`config.mk`:
```
export PLATFORM = sky130hd
export DESIGN_NAME = osc_stop_monitor
export DESIGN_NICKNAME = d
export VERILOG_FILES = /design/src/rtl/osc_mon_pkg.sv /design/src/rtl/osc_sync.sv /design/src/rtl/osc_stall_timer.sv /design/src/rtl/osc_ctrl_regs.sv /design/src/rtl/osc_stop_monitor.sv
export SDC_FILE = /design/constraint.sdc
export NUM_CORES = 1
export LEC_CHECK = 0
export ABC_AREA = 0
export BUFFER_PORTS_ARGS = -buffer_cell sky130_fd_sc_hd__buf_4
export CORE_AREA = 2 2 39 41
export DETAILED_ROUTE_END_ITERATION = 8
export DIE_AREA = 0 0 41 43
export GPL_ROUTABILITY_DRIVEN = 1
export PLACE_DENSITY = 0.75
export SLEW_MARGIN = 20
export SYNTH_ARGS = -nofsm -noshare
export SYNTH_HDL_FRONTEND = slang
export SYNTH_SLANG_ARGS = --single-unit
```
`constraint.sdc`:
```
create_clock -name clk_bk -period 1.2 [get_ports clk_bk]
set_input_delay 0.06 -clock clk_bk [delete_from_list [all_inputs] [get_ports clk_bk]]
set_output_delay 0.06 -clock clk_bk [all_outputs]
set_load 0.02 [all_outputs]
```
`src/rtl/osc_mon_pkg.sv`:
```
package osc_mon_pkg;
  typedef struct packed {
    logic hz_en;
    logic oe_en;
  } osc_ctrl_t;
  localparam int CTRL_W = $bits(osc_ctrl_t);
  localparam int RD_W   = CTRL_W + 1;
endpackage

```
`src/rtl/osc_sync.sv`:
```
module osc_sync #(
  parameter int SYNC_STAGES = 2
) (
  input  logic clk,
  input  logic rst,
  input  logic async_i,
  output logic edge_o
);
  localparam int MSB = SYNC_STAGES - 1;
  logic [MSB:0] sh_q;
  logic         prev_q;

  generate
    if (SYNC_STAGES > 1) begin : g_chain
      always_ff @(posedge clk) begin
        if (rst) sh_q <= '0;
        else     sh_q <= {sh_q[MSB-1:0], async_i};
      end
    end else begin : g_single
      always_ff @(posedge clk) begin
        if (rst) sh_q <= '0;
        else     sh_q <= async_i;
      end
    end
  endgenerate

  always_ff @(posedge clk) begin
    if (rst) prev_q <= 1'b0;
    else     prev_q <= sh_q[MSB];
  end

  assign edge_o = sh_q[MSB] ^ prev_q;

  // after an edge is taken, prev tracks the synchronized value
  p_edge_track_r9: assert property (@(posedge clk) disable iff (rst)
    edge_o |=> (prev_q == $past(sh_q[MSB])));
endmodule

```
`src/rtl/osc_stall_timer.sv`:
```
module osc_stall_timer #(
  parameter int TIMEOUT = 16
) (
  input  logic clk,
  input  logic rst,
  input  logic clr_i,
  output logic expired_o
);
  localparam int CW = $clog2(TIMEOUT + 1);
  localparam logic [CW-1:0] LIMIT = CW'(TIMEOUT);
  logic [CW-1:0] cnt_q;

  always_ff @(posedge clk) begin
    if (rst || clr_i)       cnt_q <= '0;
    else if (cnt_q != LIMIT) cnt_q <= cnt_q + 1'b1;
  end

  assign expired_o = (cnt_q == LIMIT);

  p_cnt_bound_r2: assert property (@(posedge clk) disable iff (rst)
    cnt_q <= LIMIT);
  p_cnt_hold_r2: assert property (@(posedge clk) disable iff (rst)
    (expired_o && !clr_i) |=> expired_o);
  p_cnt_clr_r7: assert property (@(posedge clk) disable iff (rst)
    clr_i |=> (cnt_q == '0));
endmodule

```
`src/rtl/osc_ctrl_regs.sv`:
```
module osc_ctrl_regs
  import osc_mon_pkg::*;
(
  input  logic              clk,
  input  logic              rst,
  input  logic              wr_en,
  input  logic [CTRL_W-1:0] wr_data,
  input  logic              expired_i,
  input  logic              standby,
  input  logic              standby_exit,
  output logic [RD_W-1:0]   rd_data,
  output logic              status_o,
  output logic              flag_o,
  output logic              hiz_o
);
  osc_ctrl_t ctrl_q;
  logic      status_q, status_d, flag_q, hiz_q;

  always_comb begin
    if (standby_exit) status_d = 1'b0;
    else              status_d = status_q | (expired_i & ~standby);
  end

  always_ff @(posedge clk) begin
    if (rst) begin
      ctrl_q   <= '0;
      status_q <= 1'b0;
      flag_q   <= 1'b0;
      hiz_q    <= 1'b0;
    end else begin
      if (wr_en) ctrl_q <= osc_ctrl_t'(wr_data);
      status_q <= status_d;
      flag_q   <= ctrl_q.oe_en & status_d;
      hiz_q    <= ctrl_q.hz_en & (status_d | standby);
    end
  end

  assign rd_data  = {status_q, ctrl_q};
  assign status_o = status_q;
  assign flag_o   = flag_q;
  assign hiz_o    = hiz_q;

  p_sticky_r3: assert property (@(posedge clk) disable iff (rst)
    (status_q && !standby_exit) |=> status_q);
  p_exit_clr_r4: assert property (@(posedge clk) disable iff (rst)
    standby_exit |=> !status_q);
  p_flag_status_r5: assert property (@(posedge clk) disable iff (rst)
    flag_o |-> status_q);
  p_hiz_en_r6: assert property (@(posedge clk) disable iff (rst)
    hiz_o |-> $past(ctrl_q.hz_en));
  p_no_set_standby_r7: assert property (@(posedge clk) disable iff (rst)
    (standby && !status_q) |=> !status_q);
endmodule

```
`src/rtl/osc_stop_monitor.sv`:
```
module osc_stop_monitor
  import osc_mon_pkg::*;
#(
  parameter int TIMEOUT     = 16,
  parameter int SYNC_STAGES = 2
) (
  input  logic              clk_bk,
  input  logic              rst,
  input  logic              mon_clk,
  input  logic              standby,
  input  logic              standby_exit,
  input  logic              wr_en,
  input  logic [CTRL_W-1:0] wr_data,
  output logic [RD_W-1:0]   rd_data,
  output logic              stop_status,
  output logic              stop_flag,
  output logic              hiz_force
);
  logic mon_edge, expired;

  osc_sync #(.SYNC_STAGES(SYNC_STAGES)) u_sync (
    .clk(clk_bk), .rst(rst), .async_i(mon_clk), .edge_o(mon_edge)
  );

  osc_stall_timer #(.TIMEOUT(TIMEOUT)) u_timer (
    .clk(clk_bk), .rst(rst), .clr_i(mon_edge | standby), .expired_o(expired)
  );

  osc_ctrl_regs u_regs (
    .clk(clk_bk), .rst(rst), .wr_en(wr_en), .wr_data(wr_data),
    .expired_i(expired), .standby(standby), .standby_exit(standby_exit),
    .rd_data(rd_data), .status_o(stop_status), .flag_o(stop_flag),
    .hiz_o(hiz_force)
  );
endmodule

```
* Word level (Yosys, flattened, before mapping) *
Index checks and enable logic that the tools add are counted.

word-level totals
  logic and storage cells = 21
  bits of input ports = 8
  output and inout bits = 6
  bits in registers = 13

operators by class
  bitwise logic cells = 8
  multiplexer cells = 1
  $add $sub $neg = 1
  equal/unequal tests = 2
  reductions and logical operators = 1

operators with widths
  kind                 count
  $add 5x1->5 const B  1
  $eq 5x5->1 const B   1
  $ne 5x5->1 const B   1
  $and 1x1->1          3
  $or 1x1->1           3
  $logic_or 1x1->1     1
  $mux 1               1
  $not 1->1            1
  $xor 1x1->1          1

* Logic depth before layout (Yosys ltp) *
Gate-level depths: netlist of run 1.

  depth after elaboration = 6
  depth in mapped cells = 6
  gate-level depth less buffers = 5

* Modules after synthesis *
From an unflattened synthesis of run 1, not the netlist that was laid out.

unflattened totals
  cell total of the unflattened synthesis = 49
  area total of the unflattened synthesis = 538.0 µm²

by module, submodules not included
  module            times used  area an instance (µm²)  seq. area each (µm²)  cells each
  osc_stall_timer   1           232.7                   100.1                 23
  osc_ctrl_regs     1           211.5                   100.1                 18
  osc_sync          1           87.6                    60.1                  7
  osc_stop_monitor  1           6.3                     0.0                   1

* Worst setup path before layout of run 1 *
OpenSTA, ideal clock, no wires.

  path kind = reg2reg
  from = register u_timer.cnt_q[0]
  to = register u_regs.flag_q (netlist: u_regs.flag_o)
  clock period less this slack = 1.268 ns
  slack = -0.068 ns
  buffers on the path = 1
  cell stages (with the launch flop) = 7
  data required time = 1.078 ns
  data arrival time = 1.146 ns
  setup time = 0.122 ns
  path through = dfxtp_1 inv_1 ha_1 and4bb_1 buf_4 a21oi_1 nor4b_2

on the way
  longest elaborated chain between the ends = 5

ends and longest elaborated chain
  item                    line                   text
  from (decl)             osc_stall_timer.sv:11  logic [CW-1:0] cnt_q;
  from (signal assigned)  osc_stall_timer.sv:15  else if (cnt_q != LIMIT) cnt_q <= cnt_q + 1'b1;
  $eq 5x5->1              osc_stall_timer.sv:18  assign expired_o = (cnt_q == LIMIT);
  $and 1x1->1             osc_ctrl_regs.sv:21    else status_d = status_q | (expired_i & ~standby);
  $or 1x1->1              osc_ctrl_regs.sv:21
  $mux 1                  osc_ctrl_regs.sv:20    if (standby_exit) status_d = 1'b0;
  $and 1x1->1             osc_ctrl_regs.sv:33    flag_q <= ctrl_q.oe_en & status_d;
  to (signal assigned)    osc_ctrl_regs.sv:33
  to (decl)               osc_ctrl_regs.sv:17    logic status_q, status_d, flag_q, hiz_q;

No other way between the ends.
A chain may end at the register's enable or synchronous reset.

* Final worst setup path of run 1 *
Ends and elaborated chain as after synthesis.

==> key figures, run 1 <==
Route
  • WL final: between 900 and 1000 um
  • Post-route ant nets: 0
  • Vias: between 300 and 400
  • Residual DRC: 0
  • First-iteration detailed-routing DRC count: 1
  • Vias per inst: roughly 4.4
  • Pre-Repair DR Iteration Count: 2
  • Wire length per cell: between 10 and 15 um

Timing
  • Crit path time final: around 1.2 ns
  • Tcrit/Tclk final: ~98%
  • Final setup margin: approximately 0.028 ns
  • Max Slew Vio Count: 0
  • Slew HR: approximately 83%
  • Worst-Margin Slew: roughly 0.25 ns
  • RSZ-0062 raised after global routing: yes
  • Final hold vios: 0
  • Final Setup Violations: 0
  • Fmax: approximately 850 MHz
  • Worst clock skew: a little over 0.007 ns

Clock network
  • Clock Pin Slew Worst Setup and Hold Paths: ~0.070 ns
  • TritonCTS clock tree: done
  • H-tree depth: 1
  • Root buf cell: clkbuf_4
  • CTS Buf Count: 3
  • Clock sink count: 13
  • Clk Latency, worst-skew pair: roughly 0.27 ns
  • Postcts setup bufs: 0
  • Clock Tree Buf Depth: 2

Synthesis
  • Yosys reg bits: 13
  • Cell Area, Synth: roughly 520 um2
  • Synth cell types: 17
  • Primary FF master, synth: dfxtp_1
  • Syn_area_per_cell: approximately 11 um2
  • Post-synth ARST share: 0%
  • Synth Instances: 48
  • Post-synth EDFFs: 0
  • YS warnings: 0
  • Sequential-to-total area share from yosys stat: between 50% and 60%
  • Synth Net Count: between 50 and 60

Run status
  • Status: complete, no violations

Setup path
  • CP Launch Type: flop
  • R2R Setup Slk: 0.03 ns
  • Worst R2R End: u_regs.flag_o$_SDFF_PP0_
  • Crit path DAT: 1.36 ns
  • R2r startpoint: u_timer.cnt_q[0]$_SDFFE_PP0P_
  • Crit path launch: u_timer.cnt_q[0]$_SDFFE_PP0P_
  • CP max FO: 5
  • Critical path class: reg -> reg
  • CP max-delay cell: dfxtp_2
  • Required @ worst endpoint: approximately 1.4 ns
  • R2R depth: 5
  • CP cell instances: inv_2, ha_4, and4bb_4, a21oi_2, nor4b_2
  • Critical Path Max Stage Delay: ~0.32 ns
  • Crit end category: flop

Cells and area
  • Area Growth Syn to Fin: 40.38%
  • Non-Filler Instances: 85
  • Post-layout nets: 80
  • Share of cells above drive strength 1: 47.83%
  • Final instance area: 730.7 um2
  • Ant. Diodes: 0

Min path
  • Hold Path End: u_sync.sh_q[0]$_SDFF_PP0_
  • Min-Delay Path Class: in -> reg
  • Hold Startpoint: mon_clk
  • WHS Path Cells: 2

Floorplanning
  • Die Height: roughly 43 um
  • Chip width: 41 um
  • Core area: ~1400 um2
  • Row Count: 14
  • I/O Pins: 14
  • Die area: 1763 um2
  • Starting Density: 37.61%

GRT
  • Number of global-route vias before repair: between 300 and 400
  • First-pass GRT wire length: ~1500 um
  • Global router's overall resource usage: approximately an eighth
  • Largest net degree at the start of global routing: 10
  • Initial antenna violation count: 0
  • Overflow left after global routing: 0

Placed design
  • DP Area: ~660 um2
  • Place WS: -0.09963 ns
  • DP Cell Count: 80
  • DP HPWL: slightly below 700 um
  • GPL Wtd Cong: approximately 0.76
  • Port Buffers: 13

Power
  • Worst vdd ir: 0.0008953 V
  • Leakage: roughly 0.31 nW
  • Power per cell area: 1093 nW/um2

Run
  • Max-cap viol count: 0
## worst max-delay path: cells and delay by family (launching register included)
kind            cells  cell delay, ns
flops               1            0.32
compound gates      1            0.09
simple gates        2            0.49
buf+inv             1            0.07
fa+ha+maj           1            0.13
## sequential cells by signal, summed over array words and instances (netlist names)
name,count
u_regs.flag_o,1
u_regs.hiz_o,1
u_regs.rd_data,2
u_regs.status_o,1
u_sync.prev_q,1
u_sync.sh_q,2
u_timer.cnt_q,5
## routing by layer
metal  vias to the layer above  share of wire (%)  global-route usage, %  wire (um)
met3                         0                5.6                  7.853         51
met5                         -                  0                      0          0
met4                         0                  0                  4.000          0
met2                         7                 56                  20.63        511
met1                       168                 39                  14.47        352
li1                        198                  -                      -          -
## what timing repair did
item	CTS	global route
pin swaps	1	0
endpoints found under the setup margin	7	5
gates cloned	0	0
gates resized for setup	2	7
hold buffers	1	0
hold endpoints to repair	3	0
## cell type report
cell class                 instances  area, um2
clock buffer                       4      26.28
fill                             131      653.1
inverter                           4      15.01
multi-input combinational         29      261.5
sequential                        13      262.8
tap                               16      20.02
timing repair buffer              19      145.1
## cells by family (layout without fill, tap and decap cells)
group | count (synthesis) | in the layout | share of synthesized area [%]
xor+xnor | 5 | 5 | 8.415
mux | 3 | 3 | 5.769
buf+inv | 6 | 27 | 5.768
simple gates | 17 | 17 | 21.39
compound gates | 2 | 2 | 3.844
fa+ha+maj | 2 | 2 | 4.807
flops | 13 | 13 | 50.00
## layout by cell type (no fill, tap or decap), types with 2 or more instances in the layout
| master | Yosys | routed |
|---|---|---|
| buf_4 | 2 | 18 |
| clkbuf_4 | 0 | 3 |
| dfxtp_1 | 13 | 11 |
| dfxtp_2 | 0 | 2 |
| inv_1 | 4 | 2 |
| inv_2 | 0 | 2 |
| mux2i_1 | 3 | 3 |
| nand3_1 | 2 | 2 |
| nor2_1 | 5 | 5 |
| nor2b_1 | 3 | 3 |
| nor3_1 | 3 | 2 |
| xnor2_1 | 2 | 2 |
| xor2_1 | 3 | 3 |
## through the flow
stage               util (%)  hold slack, ns  setup TNS, ns  power (W)
finish                 52.80        0.006502              0  0.0007984
global route           52.80        0.004955        -0.1417  0.0008354
CTS                    50.90        0.008386              0  0.0008005
detailed placement     48.01          0.2591        -0.2844  0.0005416
global placement       48.01          0.2588       -0.02520  0.0005389
floorplan                  -          0.1314              0  0.0004950
## worst max-delay path by stage
stage	endpoint	slack (ns)	cells past startpoint
4_1_cts	u_regs.hiz_o$_SDFF_PP0_	0.01	5
6_report	u_regs.flag_o$_SDFF_PP0_	0.03	5
2_1_floorplan	u_regs.hiz_o$_SDFF_PP0_	0.0001	6
5_1_grt	u_regs.hiz_o$_SDFF_PP0_	-0.06	5
3_5_place_dp	u_regs.hiz_o$_SDFF_PP0_	-0.1	5
3_3_place_gp	u_regs.hiz_o$_SDFF_PP0_	-0.03	5
## power by group
group           total, W  switching, W  internal [W]
clock           0.000256      0.000127      0.000129
combinational  0.0000924     0.0000406     0.0000518
sequential      0.000450    0.00000664      0.000444
## synthesized netlist by cell type, drive strengths merged (2+ instances only)
master   n  area, um2
buf      2      15.01
dfxtp   13      260.3
ha       2      25.02
inv      4      15.01
mux2i    3      30.03
nand3    2      10.01
nor2     5      18.77
nor2b    3      18.77
nor3     4      25.02
xnor2    2      17.52
xor2     3      26.28
Power figures use the tool's default switching activity.
==> run 2, diff against run 1 <==
--- a/config.mk
+++ b/config.mk
@@ -11,7 +11,7 @@
 export DETAILED_ROUTE_END_ITERATION = 8
 export DIE_AREA = 0 0 41 43
 export GPL_ROUTABILITY_DRIVEN = 1
-export PLACE_DENSITY = 0.75
+export PLACE_DENSITY = 0.72
 export SLEW_MARGIN = 20
 export SYNTH_ARGS = -nofsm -noshare
 export SYNTH_HDL_FRONTEND = slang
==> constraint.sdc (replaced) <==
create_clock -name clk_bk -period 1.3 [get_ports clk_bk]
set_input_delay 0.195 -clock clk_bk [delete_from_list [all_inputs] [get_ports clk_bk]]
set_output_delay 0.195 -clock clk_bk [all_outputs]
set_load 0.02 [all_outputs]
==> key figures, run 2 (same netlist as run 1, synthesis figures left out) <==
Floorplanning
  • Core area: 1384 um2 (unchanged)
  • Die area: 1763 um2 (unchanged)
  • Chip width: 41 um (unchanged)
  • Starting Density: 37.61% (unchanged)
  • Row Count: 14 (unchanged)
  • Die Height: 43 um (unchanged)
  • I/O Pins: 14 (unchanged)

Route
  • First-iteration detailed-routing DRC count: 9 (+8)
  • Wire length per cell: 10.41 um (-3.2%)
  • Residual DRC: 0 (unchanged)
  • Vias: 378 (+1.3%)
  • WL final: 843 um (-7.8%)
  • Pre-Repair DR Iteration Count: 2 (unchanged)
  • Post-route ant nets: 0 (unchanged)
  • Vias per inst: 4.667 (+6.3%)

Setup path
  • CP cell instances: inv_2, ha_1, and4bb_2, nor3_2, a2111oi_2
  • WP depth: 5 (unchanged)
  • CP Launch Type: flop
  • R2r startpoint: u_timer.cnt_q[0]$_SDFFE_PP0P_
  • R2R Setup Slk: 0.07 ns (+0.04 ns)
  • CP max FO: 5 (unchanged)
  • R2R depth: 5 (unchanged)
  • Critical Path Max Stage Delay: 0.34 ns (+0.02 ns)
  • Worst R2R End: u_regs.hiz_o$_SDFF_PP0_
  • Crit end category: flop
  • Crit path max-delay family: simple AND/OR/NAND/NOR gates
  • CP max-delay cell: dfxtp_2
  • Crit path DAT: 1.40 ns (+0.04 ns)
  • Required @ worst endpoint: 1.47 ns (+0.08 ns)
  • CP Buf/Inv Count: 1 (unchanged)
  • Critical path class: reg -> reg

Timing
  • Worst clock skew: 0.004239 ns (-0.002900 ns)
  • Final setup margin: 0.07102 ns (+0.04300 ns)
  • Crit path time final: 1.229 ns (+0.05700 ns)
  • Slew HR: 81.26% (-2.1 points)
  • RSZ-0062 raised after global routing: no
  • Final Setup Violations: 0 (unchanged)
  • Max Slew Vio Count: 0 (unchanged)
  • Worst-Margin Slew: 0.2806 ns (+0.03115 ns)
  • Tcrit/Tclk final: 94.54% (-3.1 points)
  • Final hold vios: 0 (unchanged)
  • Fmax: 813.7 MHz (-4.6%)

Power
  • Power per cell area: 1099 nW/um2 (+0.56%)
  • Worst vdd ir: 0.0005373 V (-40%)
  • Net Sw Power: 0.0001706 W (-2.0%)
  • Leakage: 0.2841 nW (-8.0%)
  • Combinational share of power: 9.2% (-2.4 points)
  • Seq pwr share: 56.5% (about the same)
  • Sw Ratio: 23.19% (+1.4 points)
  • Pint: 0.0005649 W (-9.5%)
  • Power Total: 0.0007355 W (-7.9%)
  • Clock network power share: 34.2% (+2.2 points)

Clock network
  • Clk Latency, worst-skew pair: 0.27 ns (about the same)
  • CTS Hold Bufs: 0 (-1)
  • Root buf cell: clkbuf_4
  • Clock Tree Buf Depth: 2 (unchanged)
  • TritonCTS clock tree: done
  • H-tree depth: 1 (unchanged)
  • CTS Buf Count: 3 (unchanged)
  • Clock Pin Slew Worst Setup and Hold Paths: 0.08 ns (about the same)
  • Clock sink count: 13 (unchanged)

Cells and area
  • Post-layout nets: 76 (-5.0%)
  • Commonest cells after routing, fill and taps aside: buf_4 (15), dfxtp_1 (12), nor2_1 (5)
  • Max FFs per register: 5 (unchanged)
  • Final instance area: 669.4 um2 (-8.4%)
  • Post-layout util: 48.37% (-4.4 points)
  • Area Growth Syn to Fin: 28.61%
  • Ant. Diodes: 0 (unchanged)
  • Share of cells above drive strength 1: 40.00% (-7.8 points)
  • Most common cell after layout, fill and taps aside: buf_4
  • Top reg by flops: u_timer.cnt_q

GRT
  • Largest net degree at the start of global routing: 10 (unchanged)
  • Overflow left after global routing: 0 (unchanged)
  • Initial antenna violation count: 0 (unchanged)
  • Number of global-route vias before repair: 358 (-3.5%)
  • Global router's overall resource usage: 12.01% (-1.2 points)
  • First-pass GRT wire length: 1352 um (-11%)

Run status
  • Status: complete, no violations

Min path
  • Min-Delay Path Class: in -> reg
  • WHS Path Cells: 2 (unchanged)
  • Hold Path End: u_regs.flag_o$_SDFF_PP0_
  • Hold Startpoint: standby_exit

Placed design
  • DP Area: 638.1 um2 (-4.0%)
  • GPL Wtd Cong: 0.7032 (-7.2%)
  • Place WS: -0.04293 ns (+0.05671 ns)
  • DP HPWL: 642.8 um (-4.8%)
  • Port Buffers: 13 (unchanged)

Run
  • Max-cap viol count: 0 (unchanged)
-- run 2: layout make-up --
type,count,area (um2)
Fill cell,137,714.4
Sequential cell,13,261.5
Multi-Input combinational cell,29,234.0
Timing Repair Buffer,15,112.6
Clock buffer,4,26.28
Tap cell,16,20.02
Inverter,4,15.01
-- run 2: routing by layer --
| metal | routed length (um) | global-route usage [%] |
|---|---|---|
| met1 | 366 | 13.40 |
| met2 | 407 | 16.88 |
| met3 | 52 | 6.283 |
| met4 | 17 | 8.000 |
| met5 | 0 | 0 |
-- run 2: power groups by stage --
| stage | clock [W] | combinational, W | sequential [W] |
|---|---|---|---|
| global route | 0.000277 | 0.0000759 | 0.000417 |
| CTS | 0.000261 | 0.0000690 | 0.000415 |
| global placement | 0 | 0.0000667 | 0.000424 |
| finish | 0.000252 | 0.0000680 | 0.000416 |
| detailed placement | 0 | 0.0000681 | 0.000425 |
| floorplan | 0 | 0.0000270 | 0.000429 |
-- run 2: through the flow --
step / setup TNS [ns] / cells / hold WS, ns
after floorplan: 0 / 48 / 0.2664
after global placement: -0.003591 / 77 / 0.3915
after detailed placement: -0.06463 / 77 / 0.3972
after CTS: 0 / 81 / 0.09922
after global routing: 0 / 81 / 0.09560
final: 0 / 81 / 0.1078
-- run 2: worst max path at each step --
stage | to | slack (ns) | start
4_1_cts | u_regs.hiz_o$_SDFF_PP0_ | 0.02 | u_timer.cnt_q[0]$_SDFFE_PP0P_
2_1_floorplan | u_regs.flag_o$_SDFF_PP0_ | 0.03 | u_timer.cnt_q[0]$_SDFFE_PP0P_
6_report | u_regs.hiz_o$_SDFF_PP0_ | 0.07 | u_timer.cnt_q[0]$_SDFFE_PP0P_
5_1_grt | u_timer.cnt_q[2]$_SDFFE_PP0P_ | 0.01 | u_timer.cnt_q[1]$_SDFFE_PP0P_
3_5_place_dp | u_regs.hiz_o$_SDFF_PP0_ | -0.04 | u_timer.cnt_q[0]$_SDFFE_PP0P_
3_3_place_gp | u_regs.hiz_o$_SDFF_PP0_ | -0.004 | u_timer.cnt_q[0]$_SDFFE_PP0P_
-- run 2: timing repair --
item	in CTS	in global routing
setup buffers	0	0
endpoints found under the setup margin	3	4
pin swaps	1	0
gates resized for setup	2	2
==> run 3, diff against run 2 <==
--- a/config.mk
+++ b/config.mk
@@ -7,11 +7,13 @@
 export LEC_CHECK = 0
 export ABC_AREA = 0
 export BUFFER_PORTS_ARGS = -buffer_cell sky130_fd_sc_hd__buf_4
-export CORE_AREA = 2 2 39 41
+export CELL_PAD_IN_SITES_DETAIL_PLACEMENT = 1
+export CELL_PAD_IN_SITES_GLOBAL_PLACEMENT = 1
+export CORE_AREA = 2 2 42 44
 export DETAILED_ROUTE_END_ITERATION = 8
-export DIE_AREA = 0 0 41 43
+export DIE_AREA = 0 0 44 46
 export GPL_ROUTABILITY_DRIVEN = 1
-export PLACE_DENSITY = 0.72
+export PLACE_DENSITY = 0.78
 export SLEW_MARGIN = 20
 export SYNTH_ARGS = -nofsm -noshare
 export SYNTH_HDL_FRONTEND = slang
==> key figures, run 3 (same netlist as run 1, synthesis figures left out) <==
Placed design
  • Place WS: -0.009468 ns (+0.03346 ns)
  • DP HPWL: 813.1 um (+26%)
  • DP Cell Count: 80 (+3.9%)
  • DP Area: 654.4 um2 (+2.5%)
  • Port Buffers: 13 (unchanged)
  • GPL Wtd Cong: 0.6591 (-6.3%)

Cells and area
  • Share of cells above drive strength 1: 48.57% (+8.6 points)
  • Final instance area: 748.2 um2 (+12%)
  • Max FFs per register: 5 (unchanged)
  • Non-Filler Instances: 87 (+7.4%)
  • Area Growth Syn to Fin: 43.75%
  • Post-layout nets: 81 (+6.6%)
  • Top reg by flops: u_timer.cnt_q
  • Layout fillers: 196 (+43%)
  • Commonest cells after routing, fill and taps aside: buf_4 (19), dfxtp_1 (11), nor2_1 (5)
  • Most common cell after layout, fill and taps aside: buf_4
  • Ant. Diodes: 0 (unchanged)

Clock network
  • Clock Tree Buf Depth: 2 (unchanged)
  • Clk Latency, worst-skew pair: 0.27 ns (about the same)
  • TritonCTS clock tree: done
  • Root buf cell: clkbuf_4
  • H-tree depth: 1 (unchanged)
  • Clock Pin Slew Worst Setup and Hold Paths: 0.08 ns (about the same)
  • CTS Buf Count: 3 (unchanged)
  • Clock sink count: 13 (unchanged)

Run
  • Max-cap viol count: 0 (unchanged)

Route
  • Pre-Repair DR Iteration Count: 2 (unchanged)
  • WL final: 1130 um (+34%)
  • Vias: 401 (+6.1%)
  • Wire length per cell: 12.99 um (+25%)
  • First-iteration detailed-routing DRC count: 5 (-4)
  • Post-route ant nets: 0 (unchanged)
  • Residual DRC: 0 (unchanged)
  • Vias per inst: 4.609 (-1.2%)

Floorplanning
  • Starting Density: 32.25% (-5.4 points)
  • Die area: 2024 um2 (+15%)
  • I/O Pins: 14 (unchanged)
  • Chip width: 44 um (+7.3%)
  • Row Count: 15 (+1)
  • Die Height: 46 um (+7.0%)
  • Core area: 1614 um2 (+17%)

Setup path
  • CP max-delay cell: dfxtp_2
  • Worst setup path end: u_timer.cnt_q[1]$_SDFFE_PP0P_
  • Crit end category: flop
  • Crit path DAT: 1.41 ns (about the same)
  • Critical Path Max Stage Delay: 0.33 ns (about the same)
  • R2r startpoint: u_timer.cnt_q[0]$_SDFFE_PP0P_
  • CP cell instances: inv_2, ha_4, and4bb_4, buf_6, mux2i_1, nor2_1
  • CP max FO: 5 (unchanged)
  • Critical path class: reg -> reg
  • Crit path launch: u_timer.cnt_q[0]$_SDFFE_PP0P_
  • CP Launch Type: flop
  • R2R Setup Slk: 0.05 ns (-0.02 ns)
  • R2R depth: 6 (+1)
  • Required @ worst endpoint: 1.47 ns (about the same)
  • Worst R2R End: u_timer.cnt_q[1]$_SDFFE_PP0P_

Power
  • Power per cell area: 1002 nW/um2 (-8.8%)
  • Leakage: 0.3146 nW (+11%)
  • Worst vdd ir: 0.0005222 V (-2.8%)

Timing
  • Final hold vios: 0 (unchanged)
  • Max Slew Vio Count: 0 (unchanged)
  • Slew HR: 83.72% (+2.5 points)
  • RSZ-0062 raised after global routing: yes
  • Crit path time final: 1.248 ns (+0.01911 ns)
  • Worst-Margin Slew: 0.2443 ns (-0.03629 ns)
  • Tcrit/Tclk final: 96.01% (+1.5 points)
  • Final TNS setup: 0 ns (unchanged)
  • Worst hold slack: 0.1236 ns (+0.01584 ns)
  • Final setup margin: 0.05191 ns (-0.01911 ns)
  • Worst clock skew: 0.001388 ns (-0.002851 ns)
  • Final Setup Violations: 0 (unchanged)
  • Fmax: 801.2 MHz (-1.5%)

GRT
  • Initial antenna violation count: 0 (unchanged)
  • Largest net degree at the start of global routing: 10 (unchanged)
  • First-pass GRT wire length: 1621 um (+20%)
  • Global router's overall resource usage: 12.07% (+0.058 points)
  • Overflow left after global routing: 0 (unchanged)
  • Number of global-route vias before repair: 386 (+7.8%)

Min path
  • Min-Delay Path Class: in -> reg

Run status
  • Status: complete, no violations
## run 3: cell types whose count changed in the layout (fill, tap and decap cells not counted), sizes merged
cell / previous run / this run
buf: 15 / 20
## run 3: layout make-up
cell class	instances	area [um2]	area share, %
well taps	17	21.27	2.843
clock buffers	4	26.28	3.512
multi-input cells	29	269.0	35.95
flip-flops and latches	13	262.8	35.12
inverters	4	15.01	2.007
repair buffers	20	153.9	20.57
## run 3: where the power goes
group          switching [W]  internal (W)  leakage [nW]
registers         0.00000643      0.000410         0.107
clock network       0.000128      0.000119        0.0150
logic              0.0000397     0.0000470         0.193
## run 3: stage by stage
stage	util, %	total power [W]
finish	46.36	0.0007494
global placement	40.54	0.0004972
floorplan	-	0.0004562
detailed placement	40.54	0.0005000
CTS	42.40	0.0007520
global route	46.36	0.0007945
## run 3: timing repair
action                     CTS  global route
gates resized for setup      2            10
pin swaps                    1             3
hold endpoints to repair     0             0
hold buffers                 0             0
setup buffers                0             3
setup endpoints to repair    3             5
## run 3: per-layer routing
layer / global-route usage [%] / part of all wire (%) / routed length (um) / vias up
met5: 0 / 0 / 0 / -
met3: 4.762 / 3.1 / 35 / 2
met4: 7.273 / 0.88 / 10 / 0
met1: 14.11 / 41 / 461 / 189
met2: 18.53 / 55 / 622 / 9
li1: - / - / - / 201
## run 3: worst min-delay path by stage
stage | start | cells after the start | endpoint
final | standby_exit | 2 | u_regs.flag_o$_SDFF_PP0_
after global routing | standby_exit | 2 | u_regs.flag_o$_SDFF_PP0_
after CTS | standby_exit | 2 | u_regs.flag_o$_SDFF_PP0_
after detailed placement | standby_exit | 2 | u_regs.flag_o$_SDFF_PP0_
after global placement | standby_exit | 2 | u_regs.flag_o$_SDFF_PP0_
after floorplan | standby_exit | 1 | u_regs.flag_o$_SDFF_PP0_
## run 3: worst max-delay path, delay by kind of cell, from the launching register on
kind	cells	cell delay, ns
muxes	1	0.16
DFF	1	0.33
adders and majority gates	1	0.11
and+or+nand+nor	2	0.35
buffers and inverters	2	0.18
